`src/rtl/sbuf_flags_pkg.sv`:
```
package sbuf_flags_pkg;

    typedef enum logic {
        DIR_RX = 1'b0,
        DIR_TX = 1'b1
    } dir_e;

    typedef enum logic {
        FMT_I2C  = 1'b0,
        FMT_SYNC = 1'b1
    } fmt_e;

    // Set requests produced by the event decoder for one cycle.
    typedef struct packed {
        logic irq;
        logic empty;
        logic full;
    } set_req_t;

    // One cycle of DMA data-register access.
    typedef struct packed {
        logic rd;
        logic wr;
        logic last;
    } dma_acc_t;

    function automatic logic dma_any(dma_acc_t d);
        return d.rd | d.wr;
    endfunction

    function automatic logic dma_mid(dma_acc_t d);
        return (d.rd | d.wr) & ~d.last;
    endfunction

endpackage

```
`src/rtl/sbuf_set_decode.sv`:
```
module sbuf_set_decode
    import sbuf_flags_pkg::*;
(
    input  dir_e     dir,
    input  fmt_e     fmt,
    input  logic     ev_start,
    input  logic     ev_byte_end,
    input  logic     ev_tx_load,
    input  logic     ev_rx_store,
    output set_req_t set_req
);

    always_comb begin
        set_req = '0;
        // Clocked-synchronous format: byte end and start raise the interrupt.
        if (fmt == FMT_SYNC && (ev_byte_end || ev_start)) begin
            set_req.irq = 1'b1;
        end
        // Transmit direction: start or buffer-to-shift move empties the buffer.
        if (dir == DIR_TX && (ev_start || ev_tx_load)) begin
            set_req.irq   = 1'b1;
            set_req.empty = 1'b1;
        end
        // Receive direction: shift-to-buffer move fills the buffer.
        if (dir == DIR_RX && ev_rx_store) begin
            set_req.irq  = 1'b1;
            set_req.full = 1'b1;
        end
    end

endmodule

```
`src/rtl/sbuf_addr_hold.sv`:
```
module sbuf_addr_hold
    import sbuf_flags_pkg::*;
#(
    parameter bit HOLD_EN = 1'b1
) (
    input  logic clk,
    input  logic rst,
    input  fmt_e fmt,
    input  logic slave_sel,
    input  logic ev_start,
    input  logic ev_stop,
    input  logic ev_addr_match,
    output logic hold_now
);

    generate
        if (HOLD_EN) begin : g_hold
            logic hold_q;
            logic hold_d;

            always_comb begin
                hold_d = hold_q;
                if (ev_start || ev_stop) begin
                    hold_d = 1'b0;
                end
                if (ev_addr_match && slave_sel && fmt == FMT_I2C) begin
                    hold_d = 1'b1;
                end
            end

            always_ff @(posedge clk) begin
                if (rst) begin
                    hold_q <= 1'b0;
                end else begin
                    hold_q <= hold_d;
                end
            end

            // The matching cycle itself is already inside the hold.
            assign hold_now = hold_d;
        end else begin : g_no_hold
            assign hold_now = 1'b0;
        end
    endgenerate

endmodule

```
`src/rtl/sbuf_irq_flag.sv`:
```
module sbuf_irq_flag (
    input  logic clk,
    input  logic rst,
    input  logic set_irq,
    input  logic cpu_rd,
    input  logic cpu_wr,
    input  logic cpu_wdata,
    input  logic dma_clr,
    output logic irq
);

    logic irq_q;
    logic irq_d;
    logic armed_q;
    logic armed_d;

    always_comb begin
        irq_d   = irq_q;
        armed_d = armed_q;
        if (cpu_rd && irq_q) begin
            armed_d = 1'b1;
        end
        if (cpu_wr) begin
            armed_d = 1'b0;
            if (!cpu_wdata && armed_q) begin
                irq_d = 1'b0;
            end
        end
        if (dma_clr) begin
            irq_d = 1'b0;
        end
        if (set_irq) begin
            irq_d = 1'b1;
        end
        if (!irq_d) begin
            armed_d = 1'b0;
        end
    end

    always_ff @(posedge clk) begin
        if (rst) begin
            irq_q   <= 1'b0;
            armed_q <= 1'b0;
        end else begin
            irq_q   <= irq_d;
            armed_q <= armed_d;
        end
    end

    assign irq = irq_q;

endmodule

```
`src/rtl/sbuf_data_flags.sv`:
```
module sbuf_data_flags (
    input  logic clk,
    input  logic rst,
    input  logic set_empty,
    input  logic set_full,
    input  logic hold,
    input  logic clr_empty,
    input  logic clr_full,
    input  logic clr_dreq,
    output logic empty,
    output logic full,
    output logic dreq
);

    logic set_dreq;

    assign set_dreq = (set_empty | set_full) & ~hold;

    always_ff @(posedge clk) begin
        if (rst) begin
            empty <= 1'b0;
            full  <= 1'b0;
            dreq  <= 1'b0;
        end else begin
            if (set_empty) begin
                empty <= 1'b1;
            end else if (clr_empty) begin
                empty <= 1'b0;
            end
            if (set_full) begin
                full <= 1'b1;
            end else if (clr_full) begin
                full <= 1'b0;
            end
            if (set_dreq) begin
                dreq <= 1'b1;
            end else if (clr_dreq) begin
                dreq <= 1'b0;
            end
        end
    end

endmodule

```
`src/rtl/sbuf_irq_flags.sv`:
```
module sbuf_irq_flags
    import sbuf_flags_pkg::*;
#(
    parameter bit HOLD_EN      = 1'b1,
    parameter bit DMA_AUTO_CLR = 1'b1
) (
    input  logic clk,
    input  logic rst,
    input  logic mode_tx,
    input  logic fmt_sync,
    input  logic slave_sel,
    input  logic ev_start,
    input  logic ev_stop,
    input  logic ev_byte_end,
    input  logic ev_tx_load,
    input  logic ev_rx_store,
    input  logic ev_addr_match,
    input  logic cpu_rd_ctrl,
    input  logic cpu_wr_ctrl,
    input  logic cpu_wdata_irq,
    input  logic cpu_rd_data,
    input  logic cpu_wr_data,
    input  logic dma_rd_data,
    input  logic dma_wr_data,
    input  logic dma_last,
    output logic irq_flag,
    output logic dreq_flag,
    output logic tx_empty,
    output logic rx_full
);

    dir_e     dir;
    fmt_e     fmt;
    set_req_t set_req;
    dma_acc_t dma;
    logic     hold;
    logic     dma_irq_clr;
    logic     dreq_clr;

    assign dir = dir_e'(mode_tx);
    assign fmt = fmt_e'(fmt_sync);
    assign dma = '{rd: dma_rd_data, wr: dma_wr_data, last: dma_last};

    generate
        if (DMA_AUTO_CLR) begin : g_dma_clr
            assign dma_irq_clr = dma_mid(dma);
            assign dreq_clr    = dma_mid(dma) | cpu_rd_data | cpu_wr_data;
        end else begin : g_cpu_clr
            assign dma_irq_clr = 1'b0;
            assign dreq_clr    = (dma_any(dma) & ~dma.last) | cpu_rd_data | cpu_wr_data;
        end
    endgenerate

    sbuf_set_decode u_decode (
        .dir         (dir),
        .fmt         (fmt),
        .ev_start    (ev_start),
        .ev_byte_end (ev_byte_end),
        .ev_tx_load  (ev_tx_load),
        .ev_rx_store (ev_rx_store),
        .set_req     (set_req)
    );

    sbuf_addr_hold #(
        .HOLD_EN (HOLD_EN)
    ) u_hold (
        .clk           (clk),
        .rst           (rst),
        .fmt           (fmt),
        .slave_sel     (slave_sel),
        .ev_start      (ev_start),
        .ev_stop       (ev_stop),
        .ev_addr_match (ev_addr_match),
        .hold_now      (hold)
    );

    sbuf_irq_flag u_irq (
        .clk       (clk),
        .rst       (rst),
        .set_irq   (set_req.irq),
        .cpu_rd    (cpu_rd_ctrl),
        .cpu_wr    (cpu_wr_ctrl),
        .cpu_wdata (cpu_wdata_irq),
        .dma_clr   (dma_irq_clr),
        .irq       (irq_flag)
    );

    sbuf_data_flags u_data (
        .clk       (clk),
        .rst       (rst),
        .set_empty (set_req.empty),
        .set_full  (set_req.full),
        .hold      (hold),
        .clr_empty (cpu_wr_data | dma.wr),
        .clr_full  (cpu_rd_data | dma.rd),
        .clr_dreq  (dreq_clr),
        .empty     (tx_empty),
        .full      (rx_full),
        .dreq      (dreq_flag)
    );

endmodule

```
`config.mk`:
```
export PLATFORM = sky130hd
export DESIGN_NAME = sbuf_irq_flags
export DESIGN_NICKNAME = d
export VERILOG_FILES = /design/src/rtl/sbuf_flags_pkg.sv /design/src/rtl/sbuf_set_decode.sv /design/src/rtl/sbuf_addr_hold.sv /design/src/rtl/sbuf_irq_flag.sv /design/src/rtl/sbuf_data_flags.sv /design/src/rtl/sbuf_irq_flags.sv
export SDC_FILE = /design/constraint.sdc
export NUM_CORES = 1
export LEC_CHECK = 0
export BUFFER_PORTS_ARGS = -buffer_cell sky130_fd_sc_hd__buf_2
export CAP_MARGIN = 20
export CORE_AREA = 2 2 39 41
export DETAILED_ROUTE_END_ITERATION = 16
export DIE_AREA = 0 0 41 43
export SETUP_SLACK_MARGIN = 0.1
export SYNTH_ARGS = -nofsm -noshare
export SYNTH_HDL_FRONTEND = slang
export SYNTH_SLANG_ARGS = --single-unit
```
`constraint.sdc`:
```
create_clock -name clk -period 0.9 [get_ports clk]
set_input_delay 0.045 -clock clk [delete_from_list [all_inputs] [get_ports clk]]
set_output_delay 0.045 -clock clk [all_outputs]
set_load 0.01 [all_outputs]
```
# == Yosys cells after proc, flatten, opt, wreduce, memory -nomap -nowiden ==
# Cells that the tools add are included.
# word_totals
out_inout_bits,4
elab_cells,50
regBits,6
# op_classes
mux,16
bitwise,13
reduce_logical,15
# op_table
operator,n
$mux 1,15
$logic_and 1x1->1,7
$or 1x1->1,6
$reduce_bool 2->1,3
$not 1->1,5
$logic_or 1x1->1,3
$reduce_or 3->1,1
$and 1x1->1,2
$mux 2,1
$logic_not 1->1,1

# == Logic depth before layout (Yosys ltp) ==
# depth
depth_word,8
ltp_mapped,4
ltp_nobuf,4

# == Cells and area by module ==
# From an unflattened synthesis, not the netlist that was laid out.
# hier_totals
hier_cells,40
hier_area_um2,310.3
# modules_own_cells
mod,area_each_um2,cells_per_inst,n_inst
sbuf_data_flags,108.9,12,1
sbuf_irq_flag,72.6,8,1
sbuf_addr_hold,51.3,6,1
sbuf_set_decode,48.8,8,1
sbuf_irq_flags,28.8,6,1

# == Worst setup path after synthesis ==
# No wires, ideal clock.
# synth_timing
path_kind,reg-to-reg
start,register u_irq.armed_q
end,register u_irq.armed_q
n_path_buf,0
arrival_time_ns,0.765
setup_ns,0.125
slack_ns,0.011
path_stages_with_launch,4
t_required_ns,0.775
cell_sequence,dfxtp_1 > nand3b_1 > a311oi_2 > nor4_2
# synth_via
elab_chain_cells,7
# synth_lines
element,line_no,text
start: declaration,sbuf_irq_flag.sv:14,logic armed_q;
start signal: assignment,sbuf_irq_flag.sv:46,armed_q <= armed_d;
$logic_and 1x1->1,sbuf_irq_flag.sv:25,if (!cpu_wdata && armed_q) begin
$mux 1,sbuf_irq_flag.sv:25,
$mux 1,sbuf_irq_flag.sv:23,if (cpu_wr) begin
$mux 1,sbuf_irq_flag.sv:29,if (dma_clr) begin
$mux 1,sbuf_irq_flag.sv:32,if (set_irq) begin
$not 1->1 (no source line),n/a,
$reduce_or 3->1 (no source line),n/a,
# No other way between the ends.
# A chain may end at the register's enable or synchronous reset.

# == Worst setup path in the final report ==
# Same ends and word-level chain as after synthesis.

==> impl_metrics.json <==
{
  "status": "finished, violations left",
  "violations": "hold timing",
  "yosys_warnings": 0,
  "worstSetupEndpointType": "flip-flop",
  "routed_via_density": 4.282,
  "ir_worst_vdd_uv": 566.5,
  "wire_per_inst_um": 9.592,
  "arrival_ps": 1000,
  "cts-root-buf": "clkbuf_4",
  "cp_max_fo": 2,
  "rsz0062_at_grt": "true",
  "tritoncts": "yes",
  "required_ps": 1020,
  "slew_headroom_pct": 81.49,
  "die_y_um": 43,
  "track_usage_pct": 8.342,
  "pre_cts_ws_ps": -30.38,
  "period_share_pct": 98.46,
  "worst_slack_ps": 13.83,
  "antenna_found_initial": 0,
  "fmax_mhz": 1128,
  "grt_pass1_vias": 258,
  "finish.cell_count_without_fillers": 71,
  "dieArea_mm2": 0.001763,
  "pwr_density_cell_mw_per_mm2": 1511,
  "drv_cap": 0,
  "tns_ps": 0,
  "avgSynthCellArea_um2": 9.406,
  "hp-class": "in2reg",
  "synthDistinctLibCells": 14,
  "start_util_pct": 19.71,
  "die_width_um": 41,
  "drtIter0Drc": 0,
  "finalWirelength_um": 681,
  "htree_levels": 1,
  "antenna_left": 0,
  "grt.overflow.total": 0,
  "finalWeightedCongestion": 0.6374,
  "grt_max_degree": 7,
  "tightest_slew_ps": 277.6,
  "nets": 76,
  "cts_buffer_depth": 2,
  "fp-row-count": 14,
  "leakage_nw": 0.2055,
  "coreArea_mm2": 0.001384,
  "cts_inserted_buffers": 3,
  "cts_setup_buffers": 0,
  "io_pins": 23,
  "drive_above_1_share_pct": 58.18,
  "cp-start-kind": "flip-flop",
  "vias": 304,
  "drc": 0,
  "post-route-min-period_ps": 886.2,
  "slew_violations": 0,
  "crit_type": "reg2reg",
  "finalClockSkew_ps": 0.05324,
  "grt_pass1_wl_um": 945,
  "netlist_area_um2": 272.8,
  "finalHoldViolCount": 1,
  "io_buffers": 22,
  "syn_to_final_growth_pct": 59.63,
  "clock-sinks": 6,
  "clk_latency_ps": 240,
  "first_pass_iters": 1,
  "finalSetupViolCount": 0,
  "hold_ws_ps": -15.62,
  "dp.cells": 68,
  "n_antenna_cell": 0,
  "syn_inst": 29,
  "clk_pin_slew_worst_paths_ps": 40,
  "synth_fp_nets": 48,
  "final_core_util_pct": 31.46,
  "ys_ff_latch": 6,
  "yosysSeqAreaShare_pct": 44.04
}
==> placed cells by master (no fill, tap or decap) <==
cell / instances
nand2b_1: 1
nor2b_1: 1
a32oi_1: 1
o21a_1: 1
dfxtp_1: 4
o21ai_2: 1
o21bai_4: 1
buf_2: 22
buf_4: 1
nand3b_1: 1
a2bb2oi_1: 1
a21oi_1: 3
a311oi_2: 1
nor4_2: 1
clkbuf_4: 3
dfxtp_2: 2
nor2_1: 8
nand2_1: 2
==> cells by family after synthesis <==
logic type,share of synthesized area (%)
simple gates,25.69
compound gates,30.28
flops,44.04
==> stage by stage <==
| stage | cell area, µm² | power (W) | hold slack (ps) |
|---|---|---|---|
| after floorplan | 274.0 | 0.0003463 | 108.6 |
| after global placement | 411.6 | 0.0004177 | 229.8 |
| after detailed placement | 411.6 | 0.0004184 | 231.5 |
| after CTS | 434.2 | 0.0006715 | -23.67 |
| after global routing | 435.4 | 0.0006984 | -19.08 |
| final | 435.4 | 0.0006579 | -15.62 |
==> cell type report <==
cell class,instances,area [µm²]
multi-input combinational,23,152.6
fill,156,948.4
tap,16,20.02
clock buffer,3,22.52
timing repair buffer,23,117.6
sequential,6,122.6
==> report_power, final <==
| group | switching [W] | internal [W] | total (W) |
|---|---|---|---|
| combinational | 0.0000554 | 0.0000662 | 0.000122 |
| clock | 0.0000944 | 0.000151 | 0.000245 |
| sequential | 0.00000823 | 0.000283 | 0.000291 |
==> worst paths after layout <==
check                 from       endpoint  slack (ps)  cells past startpoint
min reg2reg   u_data.empty   u_data.empty         450                      2
min            cpu_wr_ctrl  u_irq.armed_q         -20                      2
max          u_irq.armed_q  u_irq.armed_q          10                      3
max reg2reg  u_irq.armed_q  u_irq.armed_q          10                      3
==> critical path: stages, from the launching register on <==
cell and delay, ps:
dfxtp_2 320, nand3b_1 90, a311oi_2 270, nor4_2 80
==> sequential cells by signal (all words and copies together), names as in the netlist <==
register,count
u_data.dreq,1
u_data.empty,1
u_data.full,1
u_hold.g_hold.hold_q,1
u_irq.armed_q,1
u_irq.irq,1
==> routing by layer <==
metal	global-route usage, %	wire (µm)
met1	8.710	265
met4	2.000	0
met2	11.56	309
met3	8.377	105
met5	0	0
==> Yosys cell counts, drive strengths merged <==
cell     number  area [µm²]
nand3b        1       7.510
o21bai        1       18.77
dfxtp         6       120.1
nor2b         1       6.260
o21ai         1       8.760
a2bb2oi       1       8.760
a21oi         3       15.01
nor4          1       12.51
nand2b        1       6.260
nor2          8       30.03
o21a          1       7.510
a311oi        1       15.01
a32oi         1       8.760
nand2         2       7.510
==> timing repair <==
action / in CTS / in global routing
endpoints found under the hold margin: 1 / 1
resized for setup: 0 / 1
endpoints found under the setup margin: 2 / 3
pin swaps: 1 / 0
(Power assumes the default switching activity.)
